--- config.mk ---
export PLATFORM = sky130hd
export DESIGN_NAME = dotmx_char
export DESIGN_NICKNAME = d
export VERILOG_FILES = /design/src/rtl/dotmx_pkg.sv /design/src/rtl/dotmx_store.sv /design/src/rtl/dotmx_glyph.sv /design/src/rtl/dotmx_char.sv
export SDC_FILE = /design/constraint.sdc
export NUM_CORES = 1
export LEC_CHECK = 0
export BUFFER_PORTS_ARGS = -buffer_cell sky130_fd_sc_hd__buf_2
export CAP_MARGIN = 15
export CORE_MARGIN = 2
export CORE_UTILIZATION = 41
export DETAILED_ROUTE_END_ITERATION = 6
export PLACE_DENSITY = 0.74
export SLEW_MARGIN = 40
export SYNTH_ARGS = -nofsm -noshare
export SYNTH_HDL_FRONTEND = slang
export SYNTH_HIERARCHICAL = 1
export SYNTH_SLANG_ARGS = --single-unit
--- constraint.sdc ---
create_clock -name clk -period 2 [get_ports clk]
set_clock_uncertainty 0.2 [all_clocks]
set_input_delay 0.1 -clock clk [delete_from_list [all_inputs] [get_ports clk]]
set_output_delay 0.1 -clock clk [all_outputs]
set_load 0.005 [all_outputs]
--- src/rtl/dotmx_pkg.sv ---
package dotmx_pkg;
  localparam int CODE_W = 4;
  localparam int COLS   = 4;
  localparam int ROWS   = 7;
  localparam int DOTS   = COLS * ROWS;

  localparam logic [CODE_W-1:0] CODE_MINUS = 4'd10;
  localparam logic [CODE_W-1:0] CODE_TEST  = 4'd15;
  localparam logic [CODE_W-1:0] CODE_RESET = 4'd11;

  typedef logic [DOTS-1:0] glyph_t;

  typedef struct packed {
    logic [CODE_W-1:0] code;
    logic              dp;
  } cell_t;

  // Full glyph per code, bit index row*COLS+col, row 0 on top.
  function automatic glyph_t glyph_of(input logic [CODE_W-1:0] c);
    glyph_t g;
    case (c)
      4'd0:    g = 28'h6999996;
      4'd1:    g = 28'hE444464;
      4'd2:    g = 28'hF124896;
      4'd3:    g = 28'h6986896;
      4'd4:    g = 28'h888F999;
      4'd5:    g = 28'h698871F;
      4'd6:    g = 28'h6997116;
      4'd7:    g = 28'h222448F;
      4'd8:    g = 28'h6996996;
      4'd9:    g = 28'h688E996;
      4'd10:   g = 28'h000F000;
      4'd15:   g = '1;
      default: g = '0;
    endcase
    return g;
  endfunction
endpackage

--- src/rtl/dotmx_store.sv ---
module dotmx_store
  import dotmx_pkg::*;
(
  input  logic              clk,
  input  logic              rst_n,
  input  logic              le_n,
  input  logic [CODE_W-1:0] code_in,
  input  logic              dp_n,
  output cell_t             cell_q
);
  cell_t cell_d;

  always_comb begin
    cell_d.code = code_in;
    cell_d.dp   = ~dp_n;
  end

  always_ff @(posedge clk) begin
    if (!rst_n) begin
      cell_q.code <= CODE_RESET;
      cell_q.dp   <= 1'b0;
    end else if (!le_n) begin
      cell_q <= cell_d;
    end
  end
endmodule

--- src/rtl/dotmx_glyph.sv ---
module dotmx_glyph
  import dotmx_pkg::*;
(
  input  logic [CODE_W-1:0] code,
  output logic [DOTS-1:0]   dots
);
  glyph_t full;

  always_comb full = glyph_of(code);

  // One row slice per generate pass; keeps the row/column mapping explicit.
  for (genvar r = 0; r < ROWS; r++) begin : g_row
    for (genvar c = 0; c < COLS; c++) begin : g_col
      assign dots[r*COLS + c] = full[r*COLS + c];
    end
  end
endmodule

--- src/rtl/dotmx_char.sv ---
module dotmx_char
  import dotmx_pkg::*;
(
  input  logic              clk,
  input  logic              rst_n,
  input  logic              le_n,
  input  logic [CODE_W-1:0] bcd_in,
  input  logic              dp_n,
  output logic [DOTS-1:0]   dots_o,
  output logic              dp_o
);
  cell_t cell_q;

  dotmx_store u_store (
    .clk     (clk),
    .rst_n   (rst_n),
    .le_n    (le_n),
    .code_in (bcd_in),
    .dp_n    (dp_n),
    .cell_q  (cell_q)
  );

  dotmx_glyph u_glyph (
    .code (cell_q.code),
    .dots (dots_o)
  );

  assign dp_o = cell_q.dp;
endmodule

Word-level counts from Yosys, hierarchy flattened
Memories as Yosys holds them, arrays and structs flattened. A register that Yosys moved wholly into a read port is not among the register bits.
Index checks and enable logic that the tools add are counted.
{"block": "word_totals", "ff_bits": 5, "rom_bits": 448, "in_bits": 8, "out_inout_bits": 29, "word_cells": 6, "memories": 1}
{"block": "classes", "muxes": 2, "bitwise": 1}
{"memory": "(name not given)", "depth": 16, "word_bits": 28, "rd": 1, "rd_ports_with_merged_regs": 1, "wr": 0, "line_no": "dotmx_pkg.sv:21", "rtl": "case (c)"}
{"operator": "two-way mux 4 bit", "n": 2}
{"operator": "NOT 1 bit", "n": 1}

Longest topological paths before layout
Gate-level depths: netlist of run 1.
{"block": "logic_depth", "word_depth": 2, "ltp_mapped": 6, "ltp_nobuf": 5}

By module
Netlist of run 1, hierarchy kept.
{"mod": "dotmx_glyph", "n_inst": 1, "cells_per_inst": 81, "area_each_um2": 511.7}
{"mod": "dotmx_store", "n_inst": 1, "cells_per_inst": 17, "area_each_um2": 190.2}

Worst setup path after synthesis of run 1
OpenSTA, ideal clock, no wires.
{"block": "synth_timing", "path_type": "register to output", "start": "reg, netlist name u_store/cell_q[1]", "end": "out dots_o[23]", "t_arrival_ps": 1351, "required_ps": 1700, "slack_ps": 349, "path_stages_with_launch": 7, "n_path_buf": 1, "path_cell_list": "dfxtp_1 -> inv_1 -> ha_1 -> nand2b_2 -> nand2_1 -> o21ai_0 -> buf_4"}
{"element": "to (decl)", "line_no": "dotmx_char.sv:9", "rtl": "output logic [DOTS-1:0] dots_o,"}

==> results of run 1 <==
[cell type report]
cell class              instances  area (um^2)  area share, %
clock buffers                   4         26.3           2.80
inverters                       5         18.8           2.00
multi-input cells              76          489           52.2
flip-flops and latches          5          103           10.9
well taps                      16         20.0           2.14
repair buffers                 47          280           29.9
[how the worst max path moves through the flow]
stage                            from         end  depth (start not counted)  slack [ns]
finish              u_store/cell_q[1]  dots_o[15]                          6        0.14
global route        u_store/cell_q[4]  dots_o[22]                          4       0.001
CTS                 u_store/cell_q[1]  dots_o[19]                          6        0.01
detailed placement  u_store/cell_q[1]  dots_o[19]                          6        0.28
global placement    u_store/cell_q[2]  dots_o[15]                          6        0.34
floorplan           u_store/cell_q[1]  dots_o[23]                          6        0.35
[layer usage]
metal  vias up  GRT usage [%]  part of all wire (%)
met5         -              0                     0
met4         0           5.29                  0.50
met3         2           3.57                   4.5
met2        25           31.1                    50
met1       340           18.3                    45
li1        406              -                     -
[power groups by stage]
stage	sequential, mW	clock, mW	combinational, mW
finish	0.119	0.117	0.204
global route	0.121	0.129	0.230
CTS	0.119	0.120	0.205
detailed placement	0.121	0	0.194
global placement	0.120	0	0.192
floorplan	0.114	0	0.138
[per-stage QoR]
step | hold slack, ns | instances | util, %
after detailed placement | 0.106 | 142 | 53.8
after global routing | 0.0454 | 153 | 60.1
after CTS | 0.00317 | 153 | 60.0
after floorplan | -0.0381 | 98 | -
final | 0.00896 | 153 | 60.1
after global placement | 0.106 | 142 | 53.8
[worst min-delay path, stage by stage]
cell and delay, ns:
sky130_fd_sc_hd__buf_2 0.17, sky130_fd_sc_hd__mux2i_1 0.09, sky130_fd_sc_hd__nand2_1 0.06
[cells in the final DEF (no fill, tap or decap), types with 2 or more instances in the layout]
cell	count
sky130_fd_sc_hd__nor2b_1	2
sky130_fd_sc_hd__dlygate4sd3_1	7
sky130_fd_sc_hd__o21ai_1	3
sky130_fd_sc_hd__dfxtp_1	3
sky130_fd_sc_hd__buf_2	36
sky130_fd_sc_hd__inv_1	5
sky130_fd_sc_hd__o21ai_0	10
sky130_fd_sc_hd__a21oi_1	8
sky130_fd_sc_hd__nor2_1	7
sky130_fd_sc_hd__ha_1	7
sky130_fd_sc_hd__or2_1	2
sky130_fd_sc_hd__nand2b_1	3
sky130_fd_sc_hd__clkbuf_4	3
sky130_fd_sc_hd__nand2_1	12
sky130_fd_sc_hd__a31oi_1	4
sky130_fd_sc_hd__mux2i_1	6
sky130_fd_sc_hd__buf_4	4
sky130_fd_sc_hd__dfxtp_2	2
[kinds of logic (layout without fill, tap and decap cells)]
logic type	count (synthesis)	after routing
AOI/OAI and AO/OA	32	32
and+or+nand+nor	30	30
buffers and inverters	17	56
adders and majority gates	7	7
muxes	7	7
DFF	5	5
[repair_timing]
action                                  CTS  global route
gates resized for setup                   0             2
hold buffers                              7             0
hold endpoints to repair                  5             0
buffers inserted                          0             0
endpoints found under the setup margin    0             9
==> results summary, run 1 <==
The flow ran to the end, and the final reports show no timing, DRC or antenna violations. Setup violations remaining at the end of the flow were counted as 0. Averaged over all synthesized cells, the footprint is 7.16 um^2.

The signal on the critical path passes through inv_1 > ha_1 > mux2_2 > nor2_1 > a21oi_1 > buf_2. The type of element launching the critical path is a register. The number of buffers and inverters on the critical path is 2. The cell class contributing the biggest share of worst-path delay is flip-flops.

The reg2reg setup slack is 0.36 ns. The count of warnings emitted by yosys came out at 6. Synthesis produced a netlist with a net count of 113. The share of flip-flops with an asynchronous set or reset after synthesis came out at 0%. The synthesized instance count came out at 98. The library cell occupying the most area in the post-synthesis netlist is sky130_fd_sc_hd__dfxtp_1. The worst hold path begins at le_n. TritonCTS built the clock tree. Of the cells placed in the final design, the portion with a size suffix greater than 1 is 38.0%. The minimum period implied by the final worst setup slack came out at 1.86 ns. The maximum ir drop on the vdd rail came out at 347 uV.

The global-route wire length before repair is 2550 um. Counting flops and latches in the post-synthesis netlist gives 5. The clock network power share came out at 26.5%. The height of the chip came out at 45.4 um. Setup repair after global routing left no endpoint under its margin.

The peak per-stage delay on the critical path came out at 0.39 ns. The final period utilization is 93.1%. The most frequent cell after synthesis is sky130_fd_sc_hd__nand2_1. The antenna cell count came out at 0.

The number of max-slew violations in the final report is 0. The starting DRC count in detailed routing came out at 8. Adding up every negative setup slack in the final design gives 0 ns. After detailed routing, the average wire length per cell comes to 10.4 um. The number of cell rows came out at 14.

The capture instance of the worst register-to-register path is u_store/cell_q[4]. The count of flip-flops with a built-in enable after synthesis came out at 0. The x dimension of the die came out at 45.4 um. The placeable core area came out at 0.00156 mm^2. The post-synthesis to final-layout area growth came out at 33.5%.

The total routing resource utilization after global routing came out at 16.6%. The remaining antenna violation count came out at 0. The number of clock buffers added by TritonCTS is 3.

For this configuration, the core starts out at a cell density of 45.0%. The number of global-route vias before repair was 638. The placement-stage worst setup slack is 0.275 ns.

The pre-antenna-repair detailed-routing pass consisted of 4 iterations. The pin slew with the least headroom to its limit came out at 0.471 ns. The reported net switching power came out at 155 uW.

The routed via count divided by cell count is 5.05. The startpoint identified for the worst register-to-register timing path is u_store/cell_q[4]. The slowest stage of the critical path belongs to the cell sky130_fd_sc_hd__dfxtp_2. The number of maximum-capacitance violations came out at 0.

Cell internal power was estimated by the tool at 285 uW. The filler cell count came out at 165. The simple-gate area share of the yosys netlist came out at 20.5%. At the end of the flow, the number of nets in the layout was 153.

The multiplexer share of the synthesized area is 10.2%. For hold timing, the worst endpoint is u_store/cell_q[2]. The share of the synthesized netlist area taken by xor and xnor gates is 0%. The clock transition at the registers of the reported paths is 0.04 ns. The post-synthesis share of cell area spent on full adders, half adders and majority gates came out at 12.5%. CTS built an H-tree with a depth of 1. The power density normalized to cell area came out at 469 mW/mm^2. The final number of hold-violating endpoints is 0. The worst setup path is of the reg2out kind. The synthesized area is 702 um^2. The top register by number of flip-flops is u_store/cell_q.

The depth of the worst hold-timing path is 3. The analysis attributes to cell leakage a power of 0.532 nW. The max-slew headroom at the worst pin is 68.6%. The largest net degree at the start of global routing is 17. The I/O pin count is 37. The upper clock frequency limit came out at 537 MHz. Clock tree synthesis selected as its root buffer the cell sky130_fd_sc_hd__clkbuf_4. In the final layout, the registers with the most flip-flops are u_store/cell_q: 5 flops.

The number of antenna violations at the first check in global routing is 0. The flip-flop count of the largest register after layout is 5. STA classifies the critical path endpoint as an output pin. The critical-path maximum fanout is 7. The total power is 440 uW.

For this run, the register share of the synthesized area comes to 14.3%. Among all flip-flop cells after synthesis, the most frequent one is sky130_fd_sc_hd__dfxtp_1. The dominant combinational cell family by area after synthesis is compound AO/OA/AOI/OAI gates. Global routing finished with a remaining overflow of 0. Counting cells, the worst reg-to-reg path comes to 3. The number of sinks handled by clock tree synthesis came out at 5.

The number of distinct library cells after synthesis is 28. Across all layers, the routed design uses 773 vias. The total placed instance area is 838 um^2. The clock reaches the later pin of the worst-skew pair after 0.24 ns.

The die covers 0.00206 mm^2. During placement, the flow inserted port buffers numbering 36. The placer congestion estimate is 0.807. The number of remaining DRC errors came out at 0.

The final cell area excluding filler cells is 937 um^2. After synthesis, the most frequently instantiated cells are sky130_fd_sc_hd__nand2_1, sky130_fd_sc_hd__o21ai_0, sky130_fd_sc_hd__a21oi_1, sky130_fd_sc_hd__ha_1, sky130_fd_sc_hd__nor2_1. The worst hold path belongs to the class in2reg.

Setup slack closes at 0.137 ns. The fraction of post-synthesis cell area in the top cell type by area is 14.3%. The worst endpoint required time is 1.70 ns. The largest buffer count on any clock path is 2. The synthesized-area fraction occupied by ao, oa, aoi and oai cells came out at 26.6%.

The share of power burned in registers came out at 27.1%. The combinational group share of total power came out at 46.4%. The overall routed net length is 1590 um. STA puts the critical path data arrival time at 1.56 ns. By area the synthesized netlist is led by sky130_fd_sc_hd__dfxtp_1, sky130_fd_sc_hd__ha_1, sky130_fd_sc_hd__mux2i_1, sky130_fd_sc_hd__o21ai_0, sky130_fd_sc_hd__buf_4.

The half-perimeter wire length after detailed placement came out at 1220 um. The switching share of power is 35.2%.
Note: power is estimated with default switching activity, not from simulation.
==> inputs of run 2 (changes only) <==
Settings changed: PLACE_DENSITY 0.74 to 0.84.
==> run 2 against run 1 <==
Setup slack got worse by 0.018 ns. Sequential share of layout area grew 0.12 points. First-iteration DRC count rose by 88%. Largest power group unchanged. Total power is 0.68% higher. Die area unchanged. Sequential power hardly changed. Largest cell class unchanged. Combinational power increased by 3%.
==> results summary, run 2 (same netlist as run 1, synthesis figures left out) <==
Traced cell by cell, the critical path runs through inv_1 > ha_1 > mux2_2 > nor2_1 > a21oi_1 > buf_2. The die is 45.4 um wide. The first global-routing pass estimated 2770 um of wire.

For this run, the top clock speed supported by timing is 532 MHz. The top register by number of flip-flops is u_store/cell_q. The number of remaining DRC errors came out at 0. The critical path is of the reg2out type. The count of buffers from port buffering is 36. The filler cell count came out at 152. The remaining global-route overflow came out at 0.

The placed cell count came out at 142. The accumulated negative setup slack is 0 ns. The clock network power share is 25.9%. Once layout is done, the placed cells without fillers occupy 950 um^2. The net count reported at finish is 154.

The length of the first detailed-routing pass in iterations is 4. The HPWL after detailed placement is 1300 um. For this design the ratio of total power to cell area is 466 mW/mm^2. The critical path arrival came out at 1.58 ns. The antenna cell count came out at 0. Of all nets on the critical path, the largest fanout is 7. The run finished with clean final reports. The final period utilization is 94.0%. The detailed router finished its first iteration with 15 violations. The worst path in the final design needs a cycle of 1.88 ns, including I/O delays and setup. The number of max-slew violations in the final report came out at 0. Routability-driven placement finished with a final weighted congestion of 0.864. The post-synthesis to final-layout area growth came out at 35.3%.

The overall routed net length is 1710 um. Of the total power, the share spent switching nets is 35.2%. The type of the tightest min-delay check is in2reg. The endpoint identified for the worst register-to-register timing path is u_store/cell_q[4]. The number of cell rows is 14. In the layout the commonest cells are sky130_fd_sc_hd__buf_2, sky130_fd_sc_hd__nand2_1, sky130_fd_sc_hd__dlygate4sd3_1, sky130_fd_sc_hd__a21oi_1, sky130_fd_sc_hd__o21ai_0. The total power is 443 uW. The number of antenna violations at the first check in global routing came out at 0. The remaining antenna violation count came out at 0. 37 I/O pins were placed. Entering global routing, the biggest net connects 25 pins. Following the worst setup path forward leads to its endpoint at dots_o[15].

The peak per-stage delay on the critical path came out at 0.38 ns. The clock reaches the later pin of the worst-skew pair after 0.24 ns. Measured along the y axis, the die boundary spans 45.4 um. The worst hold margin came out at 0.0182 ns. The library cell used most frequently in the layout, excluding fill and tap cells, is sky130_fd_sc_hd__buf_2. The clock transition at the registers of the reported paths is 0.04 ns. The flip-flop and latch area is 105 um^2. The number of maximum-capacitance violations came out at 0. The number of buffers added for setup after CTS is 0. The area taken by multi-input logic gates is 489 um^2. The flip-flop count of the largest register after layout came out at 5. Counting both buffers and inverters, the worst setup path holds a total of 2. The largest individual stage delay along the critical path comes from the cell sky130_fd_sc_hd__dfxtp_2. The total routing resource utilization after global routing is 18.0%. The depth of the CTS H-tree is 1. In this run the deepest clock path goes through 2 buffers.

The pin slew with the least headroom to its limit is 0.321 ns. The beginning of the worst hold path is le_n. The worst endpoint required time came out at 1.70 ns. The total placed instance area is 838 um^2. The largest registers in the layout are u_store/cell_q: 5 flops. The area of the die came out at 0.00206 mm^2.

The number of sinks handled by clock tree synthesis is 5. The startpoint identified for the worst register-to-register timing path is u_store/cell_q[4]. The worst setup path is launched from a register. The routed length per instance came out at 11.1 um.

Excluding fillers, the count of instances in the completed layout stands at 154. The placeable core area came out at 0.00156 mm^2. The share of power burned in registers is 26.3%.

The combinational group share of total power is 47.8%. TritonCTS built the clock tree. The ratio of cells with drive above 1 in the final layout is 37.7%. The depth of the worst hold-timing path is 3. The routed via count divided by cell count is 5.14. The launching instance or port of the critical path is u_store/cell_q[2]. Grouping stages by cell kind, the critical path spends the most delay in flip-flops. The number of global-route vias before repair is 679.

The initial core utilization is 45.0%. The max-slew headroom at the worst pin came out at 78.6%. The final number of hold-violating endpoints came out at 0. The via count is 792.

The clock root buffer is sky130_fd_sc_hd__clkbuf_4. The total clock buffers created by CTS came out at 3. The worst reg-to-reg path cell count is 4.

For flop-to-flop paths, the worst setup slack is 0.37 ns. The count of final setup violators came out at 0. The number of stages on the worst setup path is 6. The maximum ir drop on the vdd rail came out at 348 uV. The internal portion of the total power is 287 uW.

The reported net switching power came out at 156 uW. The total leakage power is 0.537 nW. The nature of the critical path endpoint is an output pin.
run 2: cell count changes in the layout (fill, tap and decap cells not counted):
cell	before	now
sky130_fd_sc_hd__o21ai_0	10	8
sky130_fd_sc_hd__dfxtp_2	2	1
sky130_fd_sc_hd__dlygate4sd3_1	7	8
sky130_fd_sc_hd__dfxtp_4	0	1
sky130_fd_sc_hd__o21ai_1	3	5
run 2: power groups by stage:
stage | sequential, mW | combinational, mW | clock (mW)
after floorplan | 0.114 | 0.138 | 0
after global placement | 0.117 | 0.193 | 0
after detailed placement | 0.118 | 0.198 | 0
after CTS | 0.117 | 0.211 | 0.120
after global routing | 0.119 | 0.238 | 0.132
final | 0.116 | 0.211 | 0.115
run 2: repair_timing:
item | CTS | global route
hold buffers | 8 | 0
hold endpoints to repair | 5 | 0
endpoints found under the setup margin | 1 | 10
pin swaps | 0 | 0
resized for setup | 1 | 4
run 2: how the worst min path moves through the flow:
stage | to
CTS | u_store/cell_q[2]
floorplan | u_store/cell_q[1]
detailed placement | u_store/cell_q[4]
global placement | u_store/cell_q[1]
global route | u_store/cell_q[2]
finish | u_store/cell_q[2]
run 2: through the flow:
stage	util (%)	setup slack (ns)
after global placement	53.8	0.342
final	60.9	0.119
after global routing	60.9	-0.0140
after detailed placement	53.8	0.263
after CTS	60.7	0.0258
after floorplan	-	0.349
run 2: worst register-to-register path: cells and delay by family (launching register included):
family | cells | cell delay, ns
and+or+nand+nor | 1 | 0.07
DFF | 1 | 0.37
buffers and inverters | 2 | 0.74
muxes | 1 | 0.13
run 2: area by class of cell:
type / instances / share of cell area [%]
Multi-Input combinational cell: 76 / 51.5
Inverter: 5 / 1.98
Sequential cell: 5 / 11.1
Timing Repair Buffer: 48 / 30.6
Clock buffer: 4 / 2.77
Tap cell: 16 / 2.11
run 2: routing by layer:
| layer | wire length, um | up-vias | GRT usage [%] |
|---|---|---|---|
| met5 | 0 | - | 0 |
| met4 | 0 | 0 | 8.24 |
| met3 | 96 | 0 | 2.78 |
| met2 | 902 | 32 | 31.7 |
| met1 | 713 | 355 | 21.2 |
| li1 | - | 405 | - |
==> inputs of run 3 (changes only) <==
Settings changed: CORE_UTILIZATION 41 to 49, GPL_ROUTABILITY_DRIVEN set to 0, PLACE_DENSITY 0.84 to 0.87, SYNTH_HIERARCHICAL 1 to not set.
==> run 3 against run 2 <==
The run now ends with negative setup slack left. Die area increased by 36%. Sequential share of layout area grew 25 points. Setup slack worse by 0.12 ns. Via count increased by 29%. Largest cell class unchanged.
==> results summary, run 3 <==
The depth of the CTS H-tree came out at 1. The count of nets left with antenna violations once routing finished came out at 0. The largest total area in the synthesized netlist belongs to sky130_fd_sc_hd__dfxtp_1.

Sorting the synthesized cells by area gives the leading types as sky130_fd_sc_hd__dfxtp_1, sky130_fd_sc_hd__ha_1, sky130_fd_sc_hd__buf_4, sky130_fd_sc_hd__a21oi_1, sky130_fd_sc_hd__nand3_1. Summing every instance area after synthesis gives 0.00117 mm^2. The reg2reg setup slack came out at 0.08 ns. In this run the worst setup path begins at bcd_in[0]. The total leakage power is 0.759 nW. The I/O pin count is 37. Each instance of the synthesized netlist takes up on average 10.1 um^2. The count of buffers from port buffering came out at 36.

Synthesis inferred 27 register bits. The die covers 0.00280 mm^2. The finished layout holds 188 standard cells, fillers aside. In the global route stage, overall resource usage came out at 19.2%. The leading cell type in the layout, fill and taps excluded is sky130_fd_sc_hd__buf_2.

The type of element launching the critical path is an input pin. The dominant register cell in the synthesized netlist is sky130_fd_sc_hd__dfxtp_1. The total power is 1.10 mW. The critical-path maximum fanout is 3. The synthesized netlist devotes 16.2% of its cell area to compound gates. The TritonCTS clock tree is yes.

The type of the tightest min-delay check is in2reg. The tree is rooted in a sky130_fd_sc_hd__clkbuf_4. The pin slew with the least headroom to its limit came out at 0.434 ns. The share of power burned in registers is 54.9%. The clock network power share came out at 21.8%. The number of different library cells used by synthesis comes to 31. From synthesis to final layout, the design area changed by 26.9%. The clock transition at the registers of the reported paths is 0.14 ns. Dividing the detail-routed wire length by the instance count gives 13.5 um.

The number of antenna violations at the first check in global routing was 0. The insertion delay of the later-clocked pin in the worst-skew pair is 0.33 ns. The ratio of cells with drive above 1 in the final layout is 41.9%. The upper clock frequency limit is 499 MHz. Setup repair after global routing could not meet its margin everywhere. The max-slew headroom at the worst pin came out at 70.9%.

Among all stages on the critical path, the largest delay is contributed by sky130_fd_sc_hd__dlygate4sd3_1. The synthesized instance count is 116. The startpoint of the lowest-slack register-to-register path is u_store.cell_q[2]. The depth of the worst hold-timing path came out at 4. The startpoint identified for the worst hold timing path is rst_n.

The maximum ir drop on the vdd rail came out at 505 uV. The share of flip-flops with an asynchronous set or reset after synthesis came out at 0%. The worst setup path is of the in2reg kind. The number of maximum-capacitance violations came out at 0. The reported net switching power came out at 310 uW. In this run switching power makes up 28.1% of total power. The count of final setup violators is 2. The simple-gate area share of the yosys netlist is 11.4%. The sequential fraction of the synthesis area came out at 46.1%. The worst reg-to-reg path cell count is 6. The final period utilization came out at 100%.

The number of global-route vias before repair came out at 898. The cell class contributing the biggest share of worst-path delay is buffers and inverters. The final number of hold-violating endpoints came out at 0. The flip-flop count of the largest register after layout came out at 22.

STA puts the critical path data required time at 2.02 ns. The x dimension of the die came out at 52.9 um. The share of the synthesized netlist area taken by xor and xnor gates came out at 0.746%. Combinational logic is responsible for 23.3% of the overall power. The synthesized netlist devotes 7.46% of its cell area to adder and majority cells.

The dominant combinational cell family by area after synthesis is compound AO/OA/AOI/OAI gates. The signal on the critical path passes through dlygate4sd3_1 > buf_2 > mux2i_1 > nand2_1 > ha_1 > or3_4 > a21oi_2 > a31oi_1. The worst setup path is captured at a register. The via count came out at 1022. For this run, the number of Yosys warnings is 0. The first global-routing pass estimated 3850 um of wire. The capture instance of the worst register-to-register path is u_glyph.dots[26].

In this run the deepest clock path goes through 2 buffers. The checks that failed: negative setup slack. The worst hold path terminates at u_glyph.dots[11].

The number of sinks handled by clock tree synthesis is 27. The most frequent cell after synthesis is sky130_fd_sc_hd__dfxtp_1. For this design the ratio of total power to cell area is 740 mW/mm^2. The antenna cell count is 0. The filler cell count is 178.

The multiplexer share of the synthesized area is 9.49%. The number of remaining DRC errors is 0. The half-perimeter wire length after detailed placement is 1740 um. The minimum period implied by the final worst setup slack came out at 2.00 ns. Counting instances in the post-synthesis netlist gives the leading cell types as sky130_fd_sc_hd__dfxtp_1, sky130_fd_sc_hd__a21oi_1, sky130_fd_sc_hd__nand3_1. The net count reported at finish came out at 176. The peak per-stage delay on the critical path is 0.53 ns.

The number of max-slew violations in the final report came out at 0. The placed cell count is 179. The total clock buffers created by CTS came out at 3. The length of the first detailed-routing pass in iterations is 4.

Entering global routing, the biggest net connects 17 pins. The run finished, with violations left. The internal portion of total power came out at 793 uW.

The detailed router finished its first iteration with 36 violations. For this configuration, the core starts out at a cell density of 52.5%. The routed via count divided by cell count is 5.44. At the worst endpoint, the arrival time is 2.03 ns. The number of cell rows came out at 17. The fraction of post-synthesis cell area in the top cell type by area came out at 46.1%. The count of buffering cells on the critical path with inverters included is 2.

Global routing finished with a remaining overflow of 0. The number of nets produced by synthesis came out at 131. Summed over all layers, the routed wires come to 2530 um. The count of flip-flops with a built-in enable after synthesis is 0. The fraction of the core area covered by cells at the end of the flow is 66.7%. The placeable core area came out at 0.00223 mm^2. The setup slack after layout is -0.00325 ns. In the layout the commonest cells are sky130_fd_sc_hd__buf_2, sky130_fd_sc_hd__dfxtp_1, sky130_fd_sc_hd__buf_4, sky130_fd_sc_hd__nand3_1.

The die is 52.9 um tall.
[run 3: changes by cell type after synthesis, moves of 3 or more]
cell                       change
sky130_fd_sc_hd__o21ai_1       -3
sky130_fd_sc_hd__o21ai_0       -7
sky130_fd_sc_hd__a31oi_1       +3
sky130_fd_sc_hd__a21o_1        +3
sky130_fd_sc_hd__dfxtp_1      +22
sky130_fd_sc_hd__nand3_1       +9
sky130_fd_sc_hd__nand2_1       -6
sky130_fd_sc_hd__nand2b_1      -3
[run 3: tightest hold or removal path, delay by kind of cell]
family	cells	cell delay (ns)
compound gates	1	0.06
buf+inv	2	0.26
simple gates	1	0.10
[run 3: kinds of logic after synthesis]
logic type / count (synthesis)
compound gates: 29
fa+ha+maj: 7
flops: 27
buf+inv: 17
mux: 8
xor+xnor: 1
simple gates: 27
[run 3: worst max path at each step]
stage | depth (start not counted) | slack, ns | end
after detailed placement | 7 | 0.05 | u_glyph.dots[20]
after global placement | 6 | 0.11 | u_glyph.dots[26]
after CTS | 8 | 0.006 | u_glyph.dots[20]
after floorplan | 6 | 0.12 | u_glyph.dots[26]
after global routing | 8 | -0.05 | u_glyph.dots[26]
final | 8 | -0.003 | u_glyph.dots[26]
[run 3: layer usage]
| layer | vias to the layer above | track usage [%] | routed length, um |
|---|---|---|---|
| li1 | 487 | - | - |
| met3 | 6 | 5.65 | 205 |
| met4 | 0 | 11.1 | 54 |
| met1 | 477 | 23.4 | 1070 |
| met2 | 52 | 30.0 | 1200 |
| met5 | - | 0 | 0 |
[run 3: through the flow]
stage | TNS, ns | worst slack, ns | cell area, um^2 | hold slack, ns
final | -0.00532 | -0.00325 | 1490 | 0.0344
after floorplan | 0 | 0.116 | 1170 | 0.0451
after CTS | 0 | 0.00551 | 1470 | 0.0296
after global routing | -0.116 | -0.0474 | 1490 | 0.0418
after detailed placement | 0 | 0.0457 | 1390 | 0.153
after global placement | 0 | 0.111 | 1390 | 0.147
[run 3: area by class of cell]
type | instances | area (um^2) | share of cell area [%]
multi-input cells | 72 | 553 | 37.1
flip-flops and latches | 27 | 541 | 36.3
repair buffers | 51 | 308 | 20.7
well taps | 28 | 35.0 | 2.35
clock buffers | 3 | 22.5 | 1.51
inverters | 6 | 22.5 | 1.51
clock inverters | 1 | 7.51 | 0.504
[run 3: what timing repair did]
| item | in CTS | in global routing |
|---|---|---|
| hold buffers | 5 | 0 |
| buffers inserted | 0 | 0 |
| setup endpoints to repair | 0 | 8 |
| endpoints found under the hold margin | 3 | 0 |
| resized for setup | 0 | 7 |
[run 3: power by group through the flow]
stage          Combinational (mW)  Sequential, mW  Clock, mW
2_1_floorplan               0.139           0.628          0
3_3_place_gp                0.232           0.616          0
3_5_place_dp                0.237           0.618          0
4_1_cts                     0.247           0.606      0.239
5_1_grt                     0.280           0.611      0.259
6_report                    0.257           0.605      0.240
